**src/rtl/lcd_seq_pkg.sv**
```systemverilog
package lcd_seq_pkg;

    typedef enum logic [1:0] {
        MUX_A = 2'b00,
        MUX_B = 2'b01,
        MUX_C = 2'b10,
        MUX_D = 2'b11
    } mux_mode_e;

    typedef enum logic {
        ST_RUN   = 1'b0,
        ST_SLEEP = 1'b1
    } seq_state_e;

endpackage

```
**src/rtl/lcd_row_limit.sv**
```systemverilog
module lcd_row_limit #(
    parameter int ROW_W  = 5,
    parameter int ROWS_A = 8,
    parameter int ROWS_B = 16,
    parameter int ROWS_C = 20,
    parameter int ROWS_D = 24
) (
    input  logic [1:0]       mode_sel,
    input  logic             icon_en,
    output logic [ROW_W-1:0] last_row
);
    import lcd_seq_pkg::*;

    logic [ROW_W-1:0] base_cnt;
    logic [ROW_W-1:0] icon_add;

    assign icon_add = {{(ROW_W-1){1'b0}}, icon_en};

    always_comb begin
        unique case (mux_mode_e'(mode_sel))
            MUX_A: base_cnt = ROW_W'(ROWS_A);
            MUX_B: base_cnt = ROW_W'(ROWS_B);
            MUX_C: base_cnt = ROW_W'(ROWS_C);
            MUX_D: base_cnt = ROW_W'(ROWS_D);
            default: base_cnt = ROW_W'(ROWS_A);
        endcase
        last_row = base_cnt + icon_add - ROW_W'(1);
    end

endmodule

```
**src/rtl/lcd_timebase.sv**
```systemverilog
module lcd_timebase (
    input  logic clk,
    input  logic rst_n,
    input  logic col_only,
    input  logic ext_frame_sel,
    input  logic osc_tick,
    input  logic fr_in,
    input  logic sleep,
    output logic step,
    output logic fr_out,
    output logic fr_oe
);
    logic use_internal;
    logic fr_q;
    logic ext_edge;

    assign use_internal = col_only & ~ext_frame_sel;
    assign ext_edge     = fr_in & ~fr_q;
    assign step         = use_internal ? osc_tick : ext_edge;
    assign fr_oe        = use_internal;

    always_ff @(posedge clk or negedge rst_n) begin
        if (!rst_n) begin
            fr_q   <= 1'b0;
            fr_out <= 1'b0;
        end else begin
            fr_q   <= fr_in;
            fr_out <= use_internal & osc_tick & ~sleep;
        end
    end


    fr_out_source_chk: assert property (@(posedge clk) disable iff (!rst_n)
        fr_out |-> ($past(osc_tick) && !$past(sleep)));


    ext_single_step_chk: assert property (@(posedge clk) disable iff (!rst_n)
        (!use_internal && $past(fr_in) && fr_in) |-> !step);

endmodule

```
**src/rtl/lcd_row_counter.sv**
```systemverilog
module lcd_row_counter #(
    parameter int ROW_W          = 5,
    parameter bit RESYNC_ON_INIT = 1'b1
) (
    input  logic             clk,
    input  logic             rst_n,
    input  logic [ROW_W-1:0] last_row,
    input  logic [1:0]       mode_sel,
    input  logic             icon_en,
    input  logic             reverse_scan,
    input  logic             step,
    input  logic             sleep,
    input  logic             init_done,
    output logic [ROW_W-1:0] row_idx,
    output logic             frame_start,
    output logic             polarity
);
    import lcd_seq_pkg::*;

    seq_state_e       state, state_nx;
    logic [2:0]       cfg_q;
    logic             cfg_chg;
    logic             resync;
    logic             adv;
    logic             wrap;
    logic [ROW_W-1:0] first_row;
    logic [ROW_W-1:0] row_nx;

    generate
        if (RESYNC_ON_INIT) begin : g_resync
            assign resync = init_done;
        end else begin : g_noresync
            assign resync = 1'b0;
        end
    endgenerate

    assign cfg_chg   = ({mode_sel, icon_en} != cfg_q);
    assign first_row = reverse_scan ? last_row : '0;

    // state register
    always_ff @(posedge clk or negedge rst_n) begin
        if (!rst_n) state <= ST_RUN;
        else        state <= state_nx;
    end

    always_comb begin
        state_nx = state;
        adv      = 1'b0;
        unique case (state)
            ST_RUN: begin
                adv = step & ~sleep;
                if (sleep) state_nx = ST_SLEEP;
            end
            ST_SLEEP: begin
                adv = 1'b0;
                if (!sleep) state_nx = ST_RUN;
            end
            default: state_nx = ST_RUN;
        endcase
    end

    always_comb begin
        row_nx = row_idx;
        wrap   = 1'b0;
        if (resync) begin
            row_nx = '0;
        end else if (cfg_chg) begin
            row_nx = first_row;
        end else if (adv) begin
            if (reverse_scan) begin
                if (row_idx == '0) begin
                    row_nx = last_row;
                    wrap   = 1'b1;
                end else begin
                    row_nx = row_idx - ROW_W'(1);
                end
            end else begin
                if (row_idx >= last_row) begin
                    row_nx = '0;
                    wrap   = 1'b1;
                end else begin
                    row_nx = row_idx + ROW_W'(1);
                end
            end
        end
    end

    // output registers
    always_ff @(posedge clk or negedge rst_n) begin
        if (!rst_n) begin
            row_idx     <= '0;
            frame_start <= 1'b0;
            polarity    <= 1'b0;
            cfg_q       <= 3'b000;
        end else begin
            row_idx     <= row_nx;
            frame_start <= wrap;
            polarity    <= polarity ^ wrap;
            cfg_q       <= {mode_sel, icon_en};
        end
    end


    row_bound_chk: assert property (@(posedge clk) disable iff (!rst_n)
        !cfg_chg |-> (row_idx <= last_row));


    fwd_step_chk: assert property (@(posedge clk) disable iff (!rst_n)
        (adv && !reverse_scan && !resync && !cfg_chg && row_idx < last_row)
        |=> (row_idx == $past(row_idx) + ROW_W'(1)));


    frame_pol_chk: assert property (@(posedge clk) disable iff (!rst_n)
        frame_start |-> (polarity != $past(polarity)));


    sleep_hold_chk: assert property (@(posedge clk) disable iff (!rst_n)
        (sleep && !resync && !cfg_chg) |=> $stable(row_idx));


    resync_chk: assert property (@(posedge clk) disable iff (!rst_n)
        resync |=> (row_idx == '0 && !frame_start));


    clamp_chk: assert property (@(posedge clk) disable iff (!rst_n)
        (cfg_chg && !resync) |=> (row_idx == $past(first_row)));

endmodule

```
**src/rtl/lcd_row_sequencer.sv**
```systemverilog
module lcd_row_sequencer #(
    parameter int ROW_W          = 5,
    parameter int ROWS_A         = 8,
    parameter int ROWS_B         = 16,
    parameter int ROWS_C         = 20,
    parameter int ROWS_D         = 24,
    parameter bit RESYNC_ON_INIT = 1'b1
) (
    input  logic             clk,
    input  logic             rst_n,
    input  logic [1:0]       mode_sel,
    input  logic             icon_en,
    input  logic             reverse_scan,
    input  logic             col_only,
    input  logic             ext_frame_sel,
    input  logic             osc_tick,
    input  logic             fr_in,
    input  logic             init_done,
    input  logic             sleep,
    output logic [ROW_W-1:0] row_idx,
    output logic             frame_start,
    output logic             polarity,
    output logic             fr_out,
    output logic             fr_oe
);
    logic [ROW_W-1:0] last_row;
    logic             step;

    lcd_row_limit #(
        .ROW_W (ROW_W),
        .ROWS_A(ROWS_A),
        .ROWS_B(ROWS_B),
        .ROWS_C(ROWS_C),
        .ROWS_D(ROWS_D)
    ) u_limit (
        .mode_sel(mode_sel),
        .icon_en (icon_en),
        .last_row(last_row)
    );

    lcd_timebase u_tb (
        .clk          (clk),
        .rst_n        (rst_n),
        .col_only     (col_only),
        .ext_frame_sel(ext_frame_sel),
        .osc_tick     (osc_tick),
        .fr_in        (fr_in),
        .sleep        (sleep),
        .step         (step),
        .fr_out       (fr_out),
        .fr_oe        (fr_oe)
    );

    lcd_row_counter #(
        .ROW_W         (ROW_W),
        .RESYNC_ON_INIT(RESYNC_ON_INIT)
    ) u_cnt (
        .clk         (clk),
        .rst_n       (rst_n),
        .last_row    (last_row),
        .mode_sel    (mode_sel),
        .icon_en     (icon_en),
        .reverse_scan(reverse_scan),
        .step        (step),
        .sleep       (sleep),
        .init_done   (init_done),
        .row_idx     (row_idx),
        .frame_start (frame_start),
        .polarity    (polarity)
    );

endmodule

```
**config.mk**
```make
export PLATFORM = sky130hd
export DESIGN_NAME = lcd_row_sequencer
export DESIGN_NICKNAME = d
export VERILOG_FILES = /design/src/rtl/lcd_seq_pkg.sv /design/src/rtl/lcd_row_limit.sv /design/src/rtl/lcd_timebase.sv /design/src/rtl/lcd_row_counter.sv /design/src/rtl/lcd_row_sequencer.sv
export SDC_FILE = /design/constraint.sdc
export NUM_CORES = 1
export LEC_CHECK = 0
export BUFFER_PORTS_ARGS = -buffer_cell sky130_fd_sc_hd__buf_4
export CORE_MARGIN = 3
export CORE_UTILIZATION = 35
export CTS_BUF_LIST = sky130_fd_sc_hd__clkbuf_8 sky130_fd_sc_hd__clkbuf_16
export CTS_CLUSTER_DIAMETER = 80
export DETAILED_ROUTE_END_ITERATION = 10
export GPL_ROUTABILITY_DRIVEN = 0
export PLACE_DENSITY = 0.58
export SLEW_MARGIN = 30
export SYNTH_ARGS = -nofsm -noshare
export SYNTH_HDL_FRONTEND = slang
export SYNTH_SLANG_ARGS = --single-unit
export TNS_END_PERCENT = 100
```
**constraint.sdc**
```tcl
create_clock -name clk -period 2.35 [get_ports clk]
set_clock_uncertainty 0.2 [all_clocks]
set_input_delay 0.1175 -clock clk [delete_from_list [all_inputs] [get_ports clk]]
set_output_delay 0.1175 -clock clk [all_outputs]
set_load 0.005 [all_outputs]
```
==> flow_summary.json, run 1 <==
{
  "status": "complete, no violations",
  "power_density_mw_per_mm2": 483,
  "antenna_left": 0,
  "ios": 21,
  "ys_types": 40,
  "critPathArrivalTime_ns": 2.19,
  "finalHoldViolCount": 0,
  "layout-drive-gt1-share_pct": 32.6,
  "synth_top_area_share_pct": 32.2,
  "antennaDiodeCount": 0,
  "critical_path_buf_inv_count": 4,
  "crit_family": "compound AO/OA/AOI/OAI gates",
  "post-cts-setup-buffers": 0,
  "coreArea_mm2": 0.00261,
  "leakage_nw": 0.707,
  "port_buffers": 20,
  "die_h_um": 59.7,
  "cts_buffers": 3,
  "endpoint_kind": "register",
  "timing.max_cap.violations": 0,
  "syn_nets": 128,
  "fin_util_pct": 54.1,
  "whs_ns": 0.0274,
  "grtUsageTotal_pct": 16.7,
  "h-tree-depth": 1,
  "r2r_cells": 8,
  "syn-cell-area_mm2": 0.00101,
  "clk_pin_slew_ns": 0.06,
  "layout.nets": 169,
  "clock_latency_ns": 0.25,
  "clock_path_buffers": 2,
  "cp_slowest_cell": "ha_1",
  "filler_cell_count": 264,
  "wirelength_um": 2640,
  "synth_cells": 104,
  "avgSynthCellArea_um2": 9.72,
  "finalMaxSlewViolations": 0,
  "first_iter_violations": 17,
  "route.vias.total": 913,
  "final.period_utilization_pct": 94.8,
  "ys_ff_latch": 13,
  "grt_pass1_wl_um": 4420,
  "yosys_warnings": 0,
  "critPathMaxStageDelay_ns": 0.32,
  "period_needed_ns": 2.23,
  "die_area_mm2": 0.00357,
  "seq_area_frac_synth_pct": 32.2,
  "min_path_cells": 3,
  "tightest_slew_ns": 0.453,
  "grt_pass1_vias": 997,
  "reg2reg_slack_ns": 0.19,
  "post_drt_via_cell_ratio": 5.25,
  "antenna_found_initial": 0,
  "cts-root-buf": "clkbuf_8",
  "grt_max_degree": 14,
  "hold_start": "init_done",
  "hold_path.class": "in2reg",
  "drt_first_pass_iters": 4,
  "r2r-end": "u_cnt.row_idx[4]",
  "synth_top_cell_by_area": "dfrtp_1",
  "relSlewSlack_pct": 69.5,
  "tns_ns": 0,
  "start_kind": "input pin",
  "rows": 18,
  "routedWlPerCell_um": 15.2,
  "drc": 0,
  "setup_viol": 0,
  "cts_tree": "yes",
  "crit_chain": "buf_4, inv_1, ha_1, inv_1, ha_1, ha_1, a21o_1, a31oi_2, o21ai_2, buf_4, o31a_1, o22ai_1",
  "place_hpwl_um": 1970,
  "whs_endpoint": "u_cnt.row_idx[3]",
  "die_w_um": 59.7,
  "ys_top_cells_by_area": "dfrtp_1, ha_1, xor2_1",
  "clock_sinks": 13,
  "final_cells": 174,
  "dp_cells": 162,
  "syn_to_final_growth_pct": 39.7,
  "cpMostUsedCell": "ha_1",
  "grt_overflow": 0,
  "max_freq_mhz": 449,
  "cp_data_required_time_ns": 2.31,
  "vdd_drop_max_mv": 0.415,
  "start_util_pct": 38.7,
  "r2r_start": "u_cnt.row_idx[0]",
  "crit_fanout": 4,
  "critPathKind": "in2reg"
}
==> layout make-up <==
cell class / count / area (um^2) / area share, %
Inverter: 10 / 37.5 / 2.66
Clock buffer: 3 / 41.3 / 2.92
Sequential cell: 13 / 325 / 23.0
Timing Repair Buffer: 38 / 305 / 21.6
Multi-Input combinational cell: 79 / 662 / 46.9
Clock inverter: 1 / 3.75 / 0.266
Tap cell: 30 / 37.5 / 2.66
==> power breakdown <==
part	switching, W	internal [W]
clock network	0.0000864	0.000116
registers	0.00000982	0.000238
logic	0.000116	0.000116
==> worst reg2reg max path, cell delays in order, from the launching register on <==
cell and delay [ns]:
dfrtp_1 0.38, inv_1 0.14, ha_1 0.25, nand2b_1 0.16, a31oi_2 0.21, o21ai_2 0.11, buf_4 0.17, o31a_1 0.30
o22ai_1 0.16
==> cell families (layout without fill, tap and decap cells) <==
group | after synthesis | after routing | synth area share, %
mux | 3 | 3 | 3.22
fa+ha+maj | 12 | 12 | 14.9
flops | 13 | 13 | 32.2
simple gates | 34 | 34 | 21.4
compound gates | 23 | 23 | 17.6
xor+xnor | 7 | 7 | 6.06
buf+inv | 12 | 52 | 4.70
==> Yosys cell counts <==
cell type  number
dfrtp_1        13
ha_1           12
nand2_1        11
inv_1          10
xor2_1          6
nor2_1          5
nand2b_1        4
nand3_1         3
o211ai_1        3
a21oi_1         2
buf_2           2
mux2_2          2
nor4b_4         2
o21ai_0         2
o22ai_1         2
a2111oi_2       1
a211o_1         1
a211o_2         1
a211oi_1        1
a21o_1          1
a221oi_1        1
a22o_1          1
a31oi_1         1
and2_1          1
and3_1          1
mux2i_1         1
nand2b_2        1
nor2b_1         1
nor3_1          1
nor3_4          1
nor3b_1         1
nor4_1          1
o21ai_1         1
o22a_2          1
o31a_1          1
o31a_2          1
o31ai_1         1
o41ai_1         1
or3_1           1
xnor2_1         1
==> flip-flops by register name (all words and copies together), names as in the netlist <==
register / count
u_tb.fr_q: 1
u_cnt.frame_start: 1
u_cnt.polarity: 1
u_tb.fr_out: 1
u_cnt.cfg_q: 3
u_cnt.row_idx: 5
u_cnt.state: 1
==> stage by stage <==
stage / instance area [um^2] / setup WS, ns / power, W
floorplan: 1010 / 0.0645 / 0.000374
global placement: 1260 / -0.0431 / 0.000457
detailed placement: 1260 / -0.208 / 0.000465
CTS: 1390 / 0.0669 / 0.000683
global route: 1410 / -0.00414 / 0.000730
finish: 1410 / 0.122 / 0.000682
==> layer usage <==
layer,global-route usage (%),part of all wire [%],wire (um),vias up
met1,19.4,41,1090,442
met4,4.11,0,0,0
met3,4.54,4.7,123,0
met2,30.1,54,1430,20
li1,-,-,-,451
met5,0,0,0,-
==> what timing repair did <==
| item | CTS | global route |
|---|---|---|
| hold endpoints to repair | 20 | 0 |
| hold buffers | 8 | 0 |
| endpoints found under the setup margin | 0 | 2 |
| resized for setup | 0 | 4 |
==> cells in the final DEF (no fill, tap or decap), types with 2 or more instances in the layout <==
| master | Yosys | final |
|---|---|---|
| nor4b_4 | 2 | 2 |
| inv_1 | 10 | 11 |
| a21oi_1 | 2 | 2 |
| nand2_1 | 11 | 11 |
| nor2_1 | 5 | 5 |
| o22ai_1 | 2 | 2 |
| mux2_2 | 2 | 2 |
| buf_4 | 0 | 30 |
| ha_1 | 12 | 12 |
| o21ai_0 | 2 | 2 |
| o211ai_1 | 3 | 3 |
| dlygate4sd3_1 | 0 | 8 |
| dfrtp_1 | 13 | 13 |
| nand3_1 | 3 | 3 |
| xor2_1 | 6 | 6 |
| clkbuf_8 | 0 | 3 |
| nand2b_1 | 4 | 4 |
==> worst max path at each step <==
| stage | startpoint | endpoint | slack (ns) | cells past startpoint |
|---|---|---|---|---|
| floorplan | mode_sel[0] | u_cnt.row_idx[3] | 0.06 | 11 |
| global route | mode_sel[0] | u_cnt.row_idx[3] | -0.004 | 12 |
| detailed placement | mode_sel[0] | u_cnt.row_idx[3] | -0.21 | 12 |
| global placement | mode_sel[0] | u_cnt.row_idx[3] | -0.04 | 12 |
| CTS | mode_sel[0] | u_cnt.row_idx[3] | 0.07 | 12 |
| finish | mode_sel[0] | u_cnt.row_idx[4] | 0.12 | 12 |
Note: power is estimated with default switching activity, not from simulation.
==> run 2, diff against run 1 <==
PLACE_DENSITY = default   (was 0.58)
PLACE_DENSITY_LB_ADDON = 0.1   (was default)
clock period = 2.1 ns   (was 2.35 ns; I/O delays follow)
==> flow_summary.json, run 2 (synthesis gave the netlist of run 1 again) <==
{
  "status": "complete, no violations",
  "ios": 21,
  "die_area_mm2": 0.00357,
  "grtUsageTotal_pct": 16.2,
  "layout-drive-gt1-share_pct": 41.7,
  "cts-root-buf": "clkbuf_8",
  "port_buffers": 20,
  "layout_common_cells": "buf_4, dfrtp_1, ha_1",
  "clock_latency_ns": 0.24,
  "period_needed_ns": 2.01,
  "syn_to_final_growth_pct": 52.2,
  "cp_slowest_cell": "dfrtp_1",
  "largestRegisters": "u_cnt.row_idx (5), u_cnt.cfg_q (3)",
  "clock_sinks": 13,
  "r2r-end": "u_cnt.polarity",
  "coreArea_mm2": 0.00261,
  "critical_path_buf_inv_count": 2,
  "largest_register": "u_cnt.row_idx",
  "antenna_left": 0,
  "timing.max_cap.violations": 0,
  "whs_endpoint": "u_cnt.row_idx[3]",
  "grt_overflow": 0,
  "finalMaxSlewViolations": 0,
  "min_path_cells": 3,
  "first_iter_violations": 21,
  "post_drt_via_cell_ratio": 5.14,
  "tightest_slew_ns": 0.373,
  "place_hpwl_um": 1860,
  "power_density_mw_per_mm2": 521,
  "crit_chain": "inv_1, ha_1, nand2b_1, a31oi_4, o21ai_4, buf_6, nor4b_4, xor2_1",
  "drc": 0,
  "vdd_drop_max_mv": 0.527,
  "grt_max_degree": 14,
  "cp_data_required_time_ns": 2.07,
  "start_kind": "register",
  "layout.nets": 176,
  "grt_pass1_wl_um": 4280,
  "h-tree-depth": 1,
  "drt_first_pass_iters": 4,
  "relSlewSlack_pct": 75.0,
  "die_w_um": 59.7,
  "crit_fanout": 6,
  "clock_path_buffers": 2,
  "r2r_start": "u_cnt.row_idx[0]",
  "clk_pin_slew_ns": 0.06,
  "wirelength_um": 2580,
  "final_common_cell": "buf_4",
  "max_freq_mhz": 498,
  "cts_buffers": 3,
  "tns_ns": 0,
  "start_util_pct": 38.7,
  "final.period_utilization_pct": 95.5,
  "critPathMaxStageDelay_ns": 0.34,
  "hold_path.class": "in2reg",
  "cts_tree": "yes",
  "die_h_um": 59.7,
  "setup_viol": 0,
  "antenna_found_initial": 0,
  "reg2reg_slack_ns": 0.09,
  "critPathKind": "reg2reg",
  "route.vias.total": 931,
  "r2r_cells": 8,
  "largest_register_ffs": 5,
  "rows": 18,
  "hold_start": "init_done",
  "finalHoldViolCount": 0,
  "crit_family": "compound AO/OA/AOI/OAI gates",
  "critPathArrivalTime_ns": 1.98,
  "routedWlPerCell_um": 14.2,
  "grt_pass1_vias": 935,
  "endpoint_kind": "register",
  "leakage_nw": 0.753,
  "whs_ns": 0.0163,
  "antennaDiodeCount": 0
}
-- run 2: what timing repair did --
item	CTS	global route
setup endpoints to repair	3	5
pin swaps	2	8
buffers inserted	1	1
gates cloned	0	0
gates resized for setup	5	10
hold endpoints to repair	19	0
hold buffers	8	0
-- run 2: worst max-delay path by stage --
| stage | start | endpoint | slack [ns] | depth (start not counted) |
|---|---|---|---|---|
| floorplan | mode_sel[0] | u_cnt.row_idx[3] | 0.03 | 11 |
| global placement | mode_sel[0] | u_cnt.row_idx[3] | -0.23 | 12 |
| detailed placement | mode_sel[0] | u_cnt.row_idx[3] | -0.31 | 12 |
| CTS | mode_sel[0] | u_cnt.row_idx[3] | 0.01 | 12 |
| global route | mode_sel[1] | u_cnt.polarity | -0.005 | 12 |
| finish | u_cnt.row_idx[0] | u_cnt.polarity | 0.09 | 8 |
-- run 2: cell type report --
class | instances | area (um^2)
sequential | 13 | 325
fill | 226 | 1070
multi-input combinational | 79 | 732
clock buffer | 3 | 41.3
tap | 30 | 37.5
timing repair buffer | 45 | 362
inverter | 10 | 37.5
clock inverter | 1 | 3.75
-- run 2: worst register-to-register path, cell delays in order (launching register included) --
cell and delay, ns:
dfrtp_1 0.34, inv_1 0.08, ha_1 0.27, nand2b_1 0.15, a31oi_4 0.12, o21ai_4 0.27
buf_6 0.14, nor4b_4 0.22, xor2_1 0.16
-- run 2: routing by layer --
layer / up-vias / GRT usage (%) / wire length, um / share of wire [%]
li1: 467 / - / - / -
met1: 437 / 18.6 / 1100 / 43
met2: 23 / 28.5 / 1310 / 51
met3: 4 / 3.89 / 118 / 4.6
met4: 0 / 6.33 / 42 / 1.6
met5: - / 0 / 0 / 0
-- run 2: report_power, final --
group	total [W]	leakage (nW)	switching (W)	internal, W
Combinational	0.000305	0.560	0.000147	0.000158
Clock	0.000220	0.0269	0.0000913	0.000129
Sequential	0.000276	0.167	0.00000971	0.000266
-- run 2: through the flow --
| stage | instances | setup WS [ns] | total power, W | area (um^2) | util [%] |
|---|---|---|---|---|---|
| global placement | 167 | -0.234 | 0.000530 | 1320 | 50.4 |
| finish | 181 | 0.0936 | 0.000802 | 1540 | 58.9 |
| floorplan | 104 | 0.0252 | 0.000423 | 1030 | - |
| global route | 181 | -0.00521 | 0.000851 | 1540 | 58.9 |
| CTS | 180 | 0.0113 | 0.000792 | 1490 | 57.0 |
| detailed placement | 167 | -0.307 | 0.000532 | 1320 | 50.4 |
==> run 3, diff against run 2 <==
--- a/config.mk
+++ b/config.mk
@@ -7,6 +7,6 @@
 export LEC_CHECK = 0
-export BUFFER_PORTS_ARGS = -buffer_cell sky130_fd_sc_hd__buf_4
+export BUFFER_PORTS_ARGS = -buffer_cell sky130_fd_sc_hd__buf_2
 export CORE_MARGIN = 3
 export CORE_UTILIZATION = 35
-export CTS_BUF_LIST = sky130_fd_sc_hd__clkbuf_8 sky130_fd_sc_hd__clkbuf_16
+export CTS_BUF_LIST = sky130_fd_sc_hd__clkbuf_16
 export CTS_CLUSTER_DIAMETER = 80
--- a/constraint.sdc
+++ b/constraint.sdc
@@ -4,2 +4,2 @@
 set_output_delay 0.105 -clock clk [all_outputs]
-set_load 0.005 [all_outputs]
+set_load 0.05 [all_outputs]
==> flow_summary.json, run 3 (synthesis gave the netlist of run 1 again) <==
{
  "endpoint_kind": "register",
  "timing.max_cap.violations": 0,
  "largestRegisters": "u_cnt.row_idx (5), u_cnt.cfg_q (3)",
  "largest_register_ffs": 5,
  "routedWlPerCell_um": 13.8,
  "critPathArrivalTime_ns": 1.97,
  "die_h_um": 59.7,
  "route.vias.total": 944,
  "grt_overflow": 0,
  "ios": 21,
  "seqPwrFrac_pct": 28.9,
  "layout_common_cells": "buf_2, buf_4, dfrtp_1",
  "syn_to_final_growth_pct": 55.1,
  "rsz0062_at_grt": "true",
  "p_sw_w": 0.000299,
  "cts-root-buf": "clkbuf_16",
  "layout.nets": 176,
  "max_freq_mhz": 501,
  "cpMostUsedCell": "nand2_2",
  "dp_cells": 165,
  "grtUsageTotal_pct": 16.0,
  "setup_viol": 0,
  "largest_register": "u_cnt.row_idx",
  "cp_slowest_cell": "ha_1",
  "grt_pass1_vias": 960,
  "cts_tree": "yes",
  "finalHoldViolCount": 0,
  "crit_fanout": 6,
  "clock_path_buffers": 2,
  "die_w_um": 59.7,
  "wirelength_um": 2510,
  "cts_buffers": 3,
  "place_hpwl_um": 1920,
  "final.period_utilization_pct": 95.0,
  "antennaDiodeCount": 0,
  "first_iter_violations": 17,
  "rows": 18,
  "power_density_mw_per_mm2": 618,
  "p_sw_share_pct": 30.8,
  "post_drt_via_cell_ratio": 5.22,
  "drc": 0,
  "vdd_drop_max_mv": 0.615,
  "reg2reg_slack_ns": 0.11,
  "antenna_left": 0,
  "coreArea_mm2": 0.00261,
  "tns_ns": 0,
  "h-tree-depth": 1,
  "start_util_pct": 38.7,
  "tightest_slew_ns": 0.341,
  "drt_first_pass_iters": 4,
  "finalMaxSlewViolations": 0,
  "relSlewSlack_pct": 77.1,
  "pwr-share-comb_pct": 34.9,
  "p_clk_share_pct": 36.2,
  "clock_latency_ns": 0.24,
  "p_int_w": 0.000670,
  "status": "complete, no violations",
  "critPathKind": "in2reg",
  "die_area_mm2": 0.00357,
  "cp_data_required_time_ns": 2.08,
  "antenna_found_initial": 0,
  "hold_path.class": "in2async",
  "layout-drive-gt1-share_pct": 49.0,
  "final_cells": 181,
  "period_needed_ns": 2.00,
  "start_kind": "input pin",
  "final_common_cell": "buf_2",
  "crit_chain": "buf_4, inv_2, ha_2, nand2_2, nand2_2, xnor2_2, ha_1, a211oi_2, o21ai_4, buf_6, a2111oi_4, a211o_1",
  "leakage_nw": 0.750,
  "critPathMaxStageDelay_ns": 0.34,
  "clock_sinks": 13,
  "grt_pass1_wl_um": 4320,
  "grt_max_degree": 14,
  "port_buffers": 20,
  "clk_pin_slew_ns": 0.05
}
[run 3: changes by cell type in the layout (fill, tap and decap cells not counted), moves of 4 or more]
cell	change
ha_1	-4
buf_2	+19
buf_4	-20
dfrtp_1	-4
dfrtp_2	+4
[run 3: layer usage]
metal	share of wire [%]	global-route usage, %
met2	52	27.8
met4	1.7	4.43
met5	0	0
met3	5.3	3.67
met1	41	19.5
[run 3: path summary, 6_finish.rpt]
kind / start / to / cells after the start
setup / recovery: mode_sel[1] / u_cnt.row_idx[2] / 12
hold / removal: rst_n / u_tb.fr_q / 2
setup reg to reg: u_cnt.row_idx[0] / u_cnt.row_idx[2] / 8
hold reg to reg: u_cnt.polarity / u_cnt.polarity / 1
max in group asynchronous: rst_n / u_cnt.row_idx[1] / 2
min in group clk: icon_en / u_cnt.row_idx[0] / 3
[run 3: stage by stage]
stage	utilization, %	instance area [um^2]	hold WS [ns]	total power [W]	worst slack (ns)
detailed placement	48.1	1260	-0.192	0.000560	-0.312
global route	60.0	1570	0.112	0.00102	-0.0403
finish	60.0	1570	0.0769	0.000969	0.104
floorplan	-	1030	-0.391	0.000465	0.0107
CTS	56.0	1460	0.0617	0.000947	0.00824
global placement	48.1	1260	-0.194	0.000554	-0.220
[run 3: critical path, delay by kind of cell]
| family | cells | cell delay (ns) |
|---|---|---|
| compound gates | 4 | 0.79 |
| fa+ha+maj | 2 | 0.52 |
| buf+inv | 3 | 0.30 |
| xor+xnor | 1 | 0.14 |
| simple gates | 2 | 0.13 |
[run 3: what timing repair did]
action / 4_1_cts / 5_1_grt
pin swaps: 5 / 8
hold buffers: 8 / 0
setup buffers: 1 / 3
setup endpoints to repair: 2 / 6
endpoints found under the hold margin: 19 / 0
resized for setup: 5 / 20
[run 3: power groups by stage]
stage / clock network, W / registers (W) / logic, W
final: 0.000351 / 0.000280 / 0.000339
after global routing: 0.000367 / 0.000282 / 0.000373
after CTS: 0.000355 / 0.000280 / 0.000312
after detailed placement: 0 / 0.000283 / 0.000277
after floorplan: 0 / 0.000323 / 0.000142
after global placement: 0 / 0.000282 / 0.000272
[run 3: cell type report]
| cell class | instances | area, um^2 |
|---|---|---|
| fillers | 236 | 1040 |
| clock buffers | 3 | 75.1 |
| repair buffers | 45 | 318 |
| clock inverters | 1 | 3.75 |
| inverters | 10 | 40.0 |
| well taps | 30 | 37.5 |
| flip-flops and latches | 13 | 330 |
| multi-input cells | 79 | 763 |
